## src/rtl/swd_pkg.sv

```systemverilog
package swd_pkg;

  typedef enum logic [2:0] {
    ST_ARM,   // waiting for the first edge of a frame
    ST_MEAS,  // first edge seen, measuring the period
    ST_OPEN,  // leading edge seen, bit value not yet known
    ST_DONE,  // bit decided, waiting for next leading edge or idle events
    ST_HALT   // bad period, waiting for a long idle
  } swd_state_t;

  // d = cycles since the leading edge, p = stored period
  function automatic logic extra_is_one(input int unsigned d, input int unsigned p);
    return (2 * d) < p;
  endfunction

  function automatic logic half_elapsed(input int unsigned d, input int unsigned p);
    return (2 * d) >= p;
  endfunction

  function automatic logic eos_due(input int unsigned d, input int unsigned p);
    return (2 * d) >= (7 * p);
  endfunction

  function automatic logic lat_due(input int unsigned d, input int unsigned p);
    return d >= (8 * p);
  endfunction

endpackage

```

## src/rtl/swd_edge_sync.sv

```systemverilog
module swd_edge_sync #(
  parameter int STAGES = 2
) (
  input  logic clk,
  input  logic rst_n,
  input  logic rx_in,
  output logic rise_o
);
  logic [STAGES:0] sh_q;

  always_ff @(posedge clk or negedge rst_n) begin
    if (!rst_n) sh_q <= '0;
    else        sh_q <= {sh_q[STAGES-1:0], rx_in};
  end

  assign rise_o = sh_q[STAGES-1] & ~sh_q[STAGES];
endmodule

```

## src/rtl/swd_gap_timer.sv

```systemverilog
module swd_gap_timer #(
  parameter int CW = 16
) (
  input  logic          clk,
  input  logic          rst_n,
  input  logic          restart_i,
  output logic [CW-1:0] gap_o
);
  localparam logic [CW-1:0] TOP = '1;

  always_ff @(posedge clk or negedge rst_n) begin
    if (!rst_n)          gap_o <= '0;
    else if (restart_i)  gap_o <= '0;
    else if (gap_o != TOP) gap_o <= gap_o + 1'b1;
  end
endmodule

```

## src/rtl/swd_frame_fsm.sv

```systemverilog
module swd_frame_fsm
  import swd_pkg::*;
#(
  parameter int MIN_PER = 100,
  parameter int MAX_PER = 5000,
  parameter int CW      = 16
) (
  input  logic          clk,
  input  logic          rst_n,
  input  logic          rise_i,
  input  logic [CW-1:0] gap_i,
  output logic          restart_o,
  output logic          bit_vld_o,
  output logic          bit_val_o,
  output logic          eos_o,
  output logic          lat_o
);
  localparam int PW = $clog2(MAX_PER + 1);
  localparam int unsigned LO = MIN_PER;
  localparam int unsigned HI = MAX_PER;

  swd_state_t    st_q, st_d;
  logic [PW-1:0] per_q, per_d;
  logic          pend_q, pend_d;
  logic          eos_seen_q, eos_seen_d;
  logic          vld_d, val_d, eos_d, lat_d;
  int unsigned   d, p;

  assign d = 32'(gap_i) + 32'd1;
  assign p = 32'(per_q);

  always_comb begin
    st_d       = st_q;
    per_d      = per_q;
    pend_d     = 1'b0;
    eos_seen_d = eos_seen_q;
    vld_d      = pend_q;
    val_d      = 1'b0;
    eos_d      = 1'b0;
    lat_d      = 1'b0;
    restart_o  = 1'b0;
    case (st_q)
      ST_ARM: if (rise_i) begin
        restart_o = 1'b1;
        st_d      = ST_MEAS;
      end
      ST_MEAS: begin
        if (rise_i) begin
          restart_o = 1'b1;
          if (d >= LO && d <= HI) begin
            per_d      = PW'(d);
            vld_d      = 1'b1;
            pend_d     = 1'b1;
            eos_seen_d = 1'b0;
            st_d       = ST_DONE;
          end else begin
            st_d = ST_HALT;
          end
        end else if (d > HI) begin
          st_d = ST_HALT;
        end
      end
      ST_OPEN: begin
        if (rise_i && extra_is_one(d, p)) begin
          vld_d = 1'b1;
          val_d = 1'b1;
          st_d  = ST_DONE;
        end else if (rise_i) begin
          vld_d     = 1'b1;
          restart_o = 1'b1;
        end else if (half_elapsed(d, p)) begin
          vld_d = 1'b1;
          st_d  = ST_DONE;
        end
      end
      ST_DONE: begin
        if (rise_i) begin
          restart_o  = 1'b1;
          eos_seen_d = 1'b0;
          st_d       = ST_OPEN;
        end else if (lat_due(d, p)) begin
          lat_d = 1'b1;
          st_d  = ST_ARM;
        end else if (eos_due(d, p) && !eos_seen_q) begin
          eos_d      = 1'b1;
          eos_seen_d = 1'b1;
        end
      end
      ST_HALT: begin
        if (rise_i)              restart_o = 1'b1;
        else if (lat_due(d, HI)) st_d      = ST_ARM;
      end
      default: st_d = ST_ARM;
    endcase
  end

  always_ff @(posedge clk or negedge rst_n) begin
    if (!rst_n) begin
      st_q       <= ST_ARM;
      per_q      <= PW'(MIN_PER);
      pend_q     <= 1'b0;
      eos_seen_q <= 1'b0;
      bit_vld_o  <= 1'b0;
      bit_val_o  <= 1'b0;
      eos_o      <= 1'b0;
      lat_o      <= 1'b0;
    end else begin
      st_q       <= st_d;
      per_q      <= per_d;
      pend_q     <= pend_d;
      eos_seen_q <= eos_seen_d;
      bit_vld_o  <= vld_d;
      bit_val_o  <= val_d;
      eos_o      <= eos_d;
      lat_o      <= lat_d;
    end
  end


  bit_range_chk: assert property (@(posedge clk) disable iff (!rst_n)
    bit_vld_o |-> (32'(per_q) >= LO && 32'(per_q) <= HI));


  one_from_open_chk: assert property (@(posedge clk) disable iff (!rst_n)
    (bit_vld_o && bit_val_o) |-> $past(st_q) == ST_OPEN);


  eos_single_chk: assert property (@(posedge clk) disable iff (!rst_n)
    eos_o |-> !$past(eos_seen_q));


  eos_lat_excl_chk: assert property (@(posedge clk) disable iff (!rst_n)
    !(eos_o && lat_o));


  lat_rearm_chk: assert property (@(posedge clk) disable iff (!rst_n)
    lat_o |-> st_q == ST_ARM);


  halt_silent_chk: assert property (@(posedge clk) disable iff (!rst_n)
    $past(st_q) == ST_HALT |-> !(bit_vld_o || eos_o || lat_o));
endmodule

```

## src/rtl/swd_bit_decoder.sv

```systemverilog
module swd_bit_decoder #(
  parameter int MIN_PER = 100,
  parameter int MAX_PER = 5000,
  parameter int SYNC    = 2
) (
  input  logic clk,
  input  logic rst_n,
  input  logic rx_in,
  output logic bit_vld_o,
  output logic bit_val_o,
  output logic eos_o,
  output logic lat_o
);
  localparam int CW = $clog2(8 * MAX_PER + 2);

  logic          rise;
  logic          restart;
  logic [CW-1:0] gap;

  swd_edge_sync #(.STAGES(SYNC)) u_sync (
    .clk(clk), .rst_n(rst_n), .rx_in(rx_in), .rise_o(rise)
  );

  swd_gap_timer #(.CW(CW)) u_timer (
    .clk(clk), .rst_n(rst_n), .restart_i(restart), .gap_o(gap)
  );

  swd_frame_fsm #(.MIN_PER(MIN_PER), .MAX_PER(MAX_PER), .CW(CW)) u_fsm (
    .clk(clk), .rst_n(rst_n), .rise_i(rise), .gap_i(gap),
    .restart_o(restart), .bit_vld_o(bit_vld_o), .bit_val_o(bit_val_o),
    .eos_o(eos_o), .lat_o(lat_o)
  );
endmodule

```

## config.mk

```make
export PLATFORM = sky130hd
export DESIGN_NAME = swd_bit_decoder
export DESIGN_NICKNAME = d
export VERILOG_FILES = /design/src/rtl/swd_pkg.sv /design/src/rtl/swd_edge_sync.sv /design/src/rtl/swd_gap_timer.sv /design/src/rtl/swd_frame_fsm.sv /design/src/rtl/swd_bit_decoder.sv
export SDC_FILE = /design/constraint.sdc
export NUM_CORES = 1
export LEC_CHECK = 0
export BUFFER_PORTS_ARGS = -buffer_cell sky130_fd_sc_hd__buf_4
export CORE_UTILIZATION = 50
export DETAILED_ROUTE_END_ITERATION = 8
export GPL_TIMING_DRIVEN = 0
export PLACE_DENSITY_LB_ADDON = 0.08
export SLEW_MARGIN = 5
export SYNTH_ARGS = -nofsm -noshare
export SYNTH_HDL_FRONTEND = slang
export SYNTH_SLANG_ARGS = --single-unit
```

## constraint.sdc

```tcl
create_clock -name clk -period 5.1 [get_ports clk]
set_clock_uncertainty 0.15 [all_clocks]
set_input_delay 1.02 -clock clk [delete_from_list [all_inputs] [get_ports clk]]
set_output_delay 1.02 -clock clk [all_outputs]
set_load 0.05 [all_outputs]
```

# ---- Yosys cells after proc, flatten, opt, wreduce, memory -nomap -nowiden
# Cells that the tools add are included.
dict set report op_classes {
  add_sub_neg 2
  multipliers 1
  div_mod_pow 0
  order_cmp 8
  n_eq_ne 16
  n_shift 0
  n_mux 41
  bitwise 2
  reduce_logical 11
}
# operator count
set op_table {}
lappend op_table {{2-to-1 mux 3 bit} 11}
lappend op_table {{>= comparator 32 x 13 -> 1 bit} 1}
lappend op_table {{>= comparator 32 x 16 -> 1 bit} 1}
lappend op_table {{>= comparator 32 x 16 -> 1 bit, second input constant} 1}
lappend op_table {{>= comparator 32 bit} 1}
lappend op_table {{>= comparator 32 x 7 -> 1 bit, second input constant} 1}
lappend op_table {{greater-than comparator 32 x 13 -> 1 bit, second input constant} 1}
lappend op_table {{<= comparator 32 x 13 -> 1 bit, second input constant} 1}
lappend op_table {{< comparator 32 x 13 -> 1 bit} 1}
lappend op_table {{2-to-1 mux 16 bit} 2}
lappend op_table {{2-to-1 mux 1 bit} 24}
lappend op_table {{adder 16 x 1 -> 17 bit, second input constant} 1}
lappend op_table {{adder 16 x 1 -> 16 bit, second input constant} 1}
lappend op_table {{multiplier 3 x 13 -> 16 bit, first input constant} 1}
lappend op_table {{!= test 16 bit, second input constant} 1}
lappend op_table {{case mux 3 bit (5 select lines)} 1}
lappend op_table {{!= test 3 x 1 -> 1 bit, second input constant} 4}
lappend op_table {{!= test 2 x 1 -> 1 bit, second input constant} 4}
lappend op_table {{AND reduction 7 bit} 1}
lappend op_table {{== test 3 x 2 -> 1 bit, second input constant} 2}
lappend op_table {{case mux 1 bit (2 select lines)} 3}
lappend op_table {{AND reduction 5 bit} 1}
lappend op_table {{nonzero test 2 bit} 2}
lappend op_table {{OR reduction 4 bit} 1}
lappend op_table {{other kinds (11)} 13}
dict set report word_totals {
  ff_bits 41
  latchBits 0
  ramBits 0
  mem_bits_ro 0
  in_bits 3
  output_inout_bits 4
  elab_cells 91
  memories 0
}

# ---- Longest topological paths before layout
dict set report depth {
  depth_word 7
  depth_mapped 18
  mapped_depth_nobuf 18
}

# ---- By module
# Synthesis repeated with hierarchy kept, for this count alone.
dict set report unflattened {
  cells_unflattened 487
  area_unflattened_um2 4381.7
}
# mod n_inst cells_per_inst area_each_um2 seq_area_each_um2
set by_module_without_submodules {}
lappend by_module_without_submodules {swd_frame_fsm 1 394 3447.1 554.3}
lappend by_module_without_submodules {swd_gap_timer 1 89 845.8 400.4}
lappend by_module_without_submodules {swd_edge_sync 1 4 88.8 75.1}

# ---- Worst setup path after synthesis
# OpenSTA, ideal clock, no wires.
dict set report synth_path {
  path_kind {register -> register}
  from {reg u_fsm.per_q[2]}
  to {reg u_fsm.eos_seen_q}
  arrival_ps 3983
  slack_ps 903
  path_stages_with_launch 18
  cell_sequence {dfstp_2 -> fa_1 -> ha_1 -> fa_1 -> a21o_1 -> a21oi_1 -> nor2b_1 -> o21a_1 -> o311a_1 -> nor2_1 -> a21oi_1 -> xnor2_1 -> ha_1 -> and4_1 -> a21oi_1 -> and3_1 -> a2111oi_2 -> a211o_1}
}
dict set report synth_via {
  elab_chain_cells 5
}
# element line
set synth_lines {}
lappend synth_lines {{start: declaration} swd_frame_fsm.sv:23} ;# logic [PW-1:0] per_q, per_d;
lappend synth_lines {{start signal: assignment} swd_frame_fsm.sv:100} ;# per_q <= PW'(MIN_PER);
lappend synth_lines {{start signal: assignment} swd_frame_fsm.sv:109} ;# per_q <= per_d;
lappend synth_lines {{multiplier 3 x 13 -> 16 bit} swd_pkg.sv:21} ;# return (2 * d) >= (7 * p);
lappend synth_lines {{>= comparator 32 bit} swd_pkg.sv:21}
lappend synth_lines {{logical AND 1 bit} swd_frame_fsm.sv:84} ;# end else if (eos_due(d, p) && !eos_seen_q) begin
lappend synth_lines {{!= test 3 x 1 -> 1 bit (no line)} n/a}
lappend synth_lines {{AND reduction 5 bit (no line) *} n/a}
lappend synth_lines {{end signal: assignment} swd_frame_fsm.sv:111} ;# eos_seen_q <= eos_seen_d;
lappend synth_lines {{end: declaration} swd_frame_fsm.sv:25} ;# logic eos_seen_q, eos_seen_d;
# Every way passes the cells marked *; elsewhere a longest branch is shown, timed or not.
# A chain may end at the register's enable or synchronous reset.

# ---- Worst setup path in the final report
# Same ends and word-level chain as after synthesis.

==> run_results.csv <==
group,metric,value,unit
run_status,status,"finished clean",
cts,cts_setup_buffers,0,
cts,cts_hold_buf,0,
run,cap_viol_max_count,0,
cts,cts-htree-levels,2,
synthesis,synth_top_area_share,22.55,%
synthesis,synth_mux_area_share,4.392,%
synthesis,ys_warn_count,0,
setup_path,cp.arrival,4780,ps
floorplan,die_w,93.83,um
cts,cts_buffers,5,
synthesis,synth_compound_area_share,16.97,%
grt,grt_use_total,24.64,%
routing,initialDrtViolationCount,196,
synthesis,yosys.area.top_type,"dfrtp_1",
placement,dp.cells,556,
layout,nets,531,
synthesis,yosys.area_share.adder,23.26,%
sta,timing.final.crit_share,91.72,%
synthesis,synth_edf_count,0,
synthesis,syn_avg_cell_area,9.475,um^2
routing,drt_drc_violations_left,0,
floorplan,top_level_ports,7,
grt,grt_antenna_before_repair,0,
cts,postCtsResizedCells,0,
synthesis,synth_top_family_by_area,"adder cells",
synthesis,postSynthCellCount,445,
setup_path,cp_data_required_time,5200,ps
cts,cts_buffer_depth,2,
floorplan,rows,33,
routing,vias_per_cell,5.858,
layout,areaGrowthSynthToFinish,6.588,%
sta,timing.fmax,213.8,MHz
synthesis,synth_area_leaders,"dfrtp_1 (23%), ha_1 (17%), fa_1 (6.6%)",
sta,final-setup-viol-count,0,
routing,ant_nets,0,
pwr,cellLeakagePower,2.250,nW
synthesis,synth-simple-area-share,19.76,%
synthesis,synthFlopType,"dfrtp_1",
setup_path,worstSetupEndpointType,"register",
sta,hold_viol,0,
setup_path,start_kind,"register",
routing,dr_total_vias,3304,
synthesis,syn_area,4217,um^2
pwr,vdd.ir_drop.worst,0.0001126,V
synthesis,synth_xor_area_share,6.113,%
cts,root_buffer,"clkbuf_8",
synthesis,ys_types,74,
sta,setup_tns,0,ps
layout,antenna_cells,0,
floorplan,coreArea,8175,um^2
synthesis,yosysSeqAreaShare,24.42,%
pwr,power_density,225.0,nW/um^2
sta,period_needed,4678,ps
grt,grt_pass1_wl,16.54,mm
layout,stdcell_count,564,
floorplan,start_util,51.58,%
setup_path,cpMostUsedCell,"a21oi_1",
grt,grt_remaining_overflow,0,
sta,worst_slack,422.1,ps
cts,clock_latency,300,ps
placement,hpwl,7.878,mm
synthesis,syn_nets,518,
synthesis,synth_async_sr_flop_share,100.0,%
grt,grt_max_degree,42,
cts,cts.clk_slew.worst_paths,80,ps
synthesis,synth_common_cells,"ha_1 (56), dfrtp_1 (38), a21oi_1 (33), inv_1 (33), nor2_1 (31)",
placement,preCtsSetupSlack,412.2,ps
cts,clock-sinks,41,
routing,firstDrtPassIters,5,
setup_path,crit_chain,"fa_1 -> ha_1 -> fa_1 -> a21o_1 -> a21oi_1 -> nor2b_1 -> o21a_1 -> o311a_1 -> nor2_1 -> a21oi_1 -> xnor2_1 -> ha_1 -> and4_1 -> nand2_1 -> a21oi_1 -> o21ai_0 -> a2111oi_2 -> a211o_1",
setup_path,critPathKind,"register to register",
routing,totalWireLength,9.921,mm
synthesis,yosysMostFrequentCell,"ha_1",
worst_hold_path,min_path_type,"register to register",
setup_path,max_stage_delay,610,ps
placement,gp_congestion,0.8994,
sta,worst_pin_slew,619.7,ps
sta,drv_slew,0,
synthesis,synth_seq_cells,41,
sta,rsz0062_at_grt,"no",
setup_path,worstPathMaxFanout,4,
layout,final_area,4494,um^2
placement,port_buffers,6,
grt,grt_pass1_vias,3281,
cts,tritoncts,"yes",
placement,placed_cell_area,4393,um^2
floorplan,die_area,8804,um^2
routing,wl_per_cell,17.59,um
layout,layout-drive-gt1-share,13.73,%
sta,slew_headroom,58.39,%
floorplan,fp.dieH,93.83,um
setup_path,cpMaxStageDelayCell,"dfstp_2",
## kinds of logic after synthesis
group                    count (synthesis)
AO/OA/AOI/OAI                          104
multiplexers                            18
buffers and inverters                   49
flip-flops                              41
adder cells (fa/ha/maj)                 70
XOR/XNOR                                26
AND/OR/NAND/NOR                        137
## cell usage in the layout, fill, tap and decap left out, drive strengths merged, types with 12 or more instances in the layout
master	synthesis	routed
xor2	15	15
a21oi	35	35
nand3	12	12
nor2	35	35
dfrtp	38	38
buf	11	17
o21ai	19	19
nand2	26	26
nor3	12	12
inv	35	35
ha	56	56
mux2i	14	14
fa	14	14
## per-layer routing
layer	vias up	global-route usage (%)	part of all wire, %
met3	10	2.913	3.3
met2	64	39.66	46
met5	-	0	0
met4	0	5.128	0.92
li1	1630	-	-
met1	1600	35.41	50
## final timing paths
path | startpoint | endpoint | slack, ps | cells after the start
max | u_fsm.per_q[2] | u_fsm.eos_seen_q | 420 | 18
min | u_sync.sh_q[0] | u_sync.sh_q[1] | 210 | 0
max reg2reg | u_fsm.per_q[2] | u_fsm.eos_seen_q | 420 | 18
min reg2reg | u_sync.sh_q[0] | u_sync.sh_q[1] | 210 | 0
max in group asynchronous | rst_n | u_fsm.per_q[6] | 3890 | 1
min in group asynchronous | rst_n | u_fsm.eos_o | 540 | 1
## critical path, delay by kind of cell, from the launching register on
kind | cells | cell delay [ps]
AO/OA/AOI/OAI | 9 | 1880
XOR/XNOR | 1 | 140
adder cells (fa/ha/maj) | 4 | 1360
flip-flops | 1 | 610
AND/OR/NAND/NOR | 4 | 470
## sequential cells by signal, summed over array words and instances (netlist names)
| signal | flops |
|---|---|
| u_fsm.st_q | 3 |
| u_sync.sh_q | 3 |
| u_fsm.eos_seen_q | 1 |
| u_fsm.eos_o | 1 |
| u_timer.gap_o | 16 |
| u_fsm.lat_o | 1 |
| u_fsm.per_q | 13 |
| u_fsm.bit_vld_o | 1 |
| u_fsm.pend_q | 1 |
| u_fsm.bit_val_o | 1 |
## layout make-up
cell class              count  area [um^2]
multi-input cells         355         2973
clock inverters             1        5.005
repair buffers              6        45.04
plain buffers              14        82.58
well taps                 105        131.4
flip-flops and latches     41         1030
clock buffers               7        96.34
fillers                   774         3681
inverters                  35        131.4
## report_power, final
group | switching [W] | leakage, nW | internal (W)
Sequential | 0.0000129 | 0.544 | 0.000342
Clock | 0.000118 | 0.0542 | 0.000122
Combinational | 0.000258 | 1.65 | 0.000158
## through the flow
step | utilization [%] | hold WS (ps) | power (W)
floorplan | - | 181.2 | 0.0006578
global placement | 53.73 | 192.0 | 0.0007613
detailed placement | 53.73 | 192.6 | 0.0007703
finish | 54.97 | 207.6 | 0.001011
CTS | 54.97 | 210.8 | 0.001012
global route | 54.97 | 212.5 | 0.001072
Power figures use the tool's default switching activity.
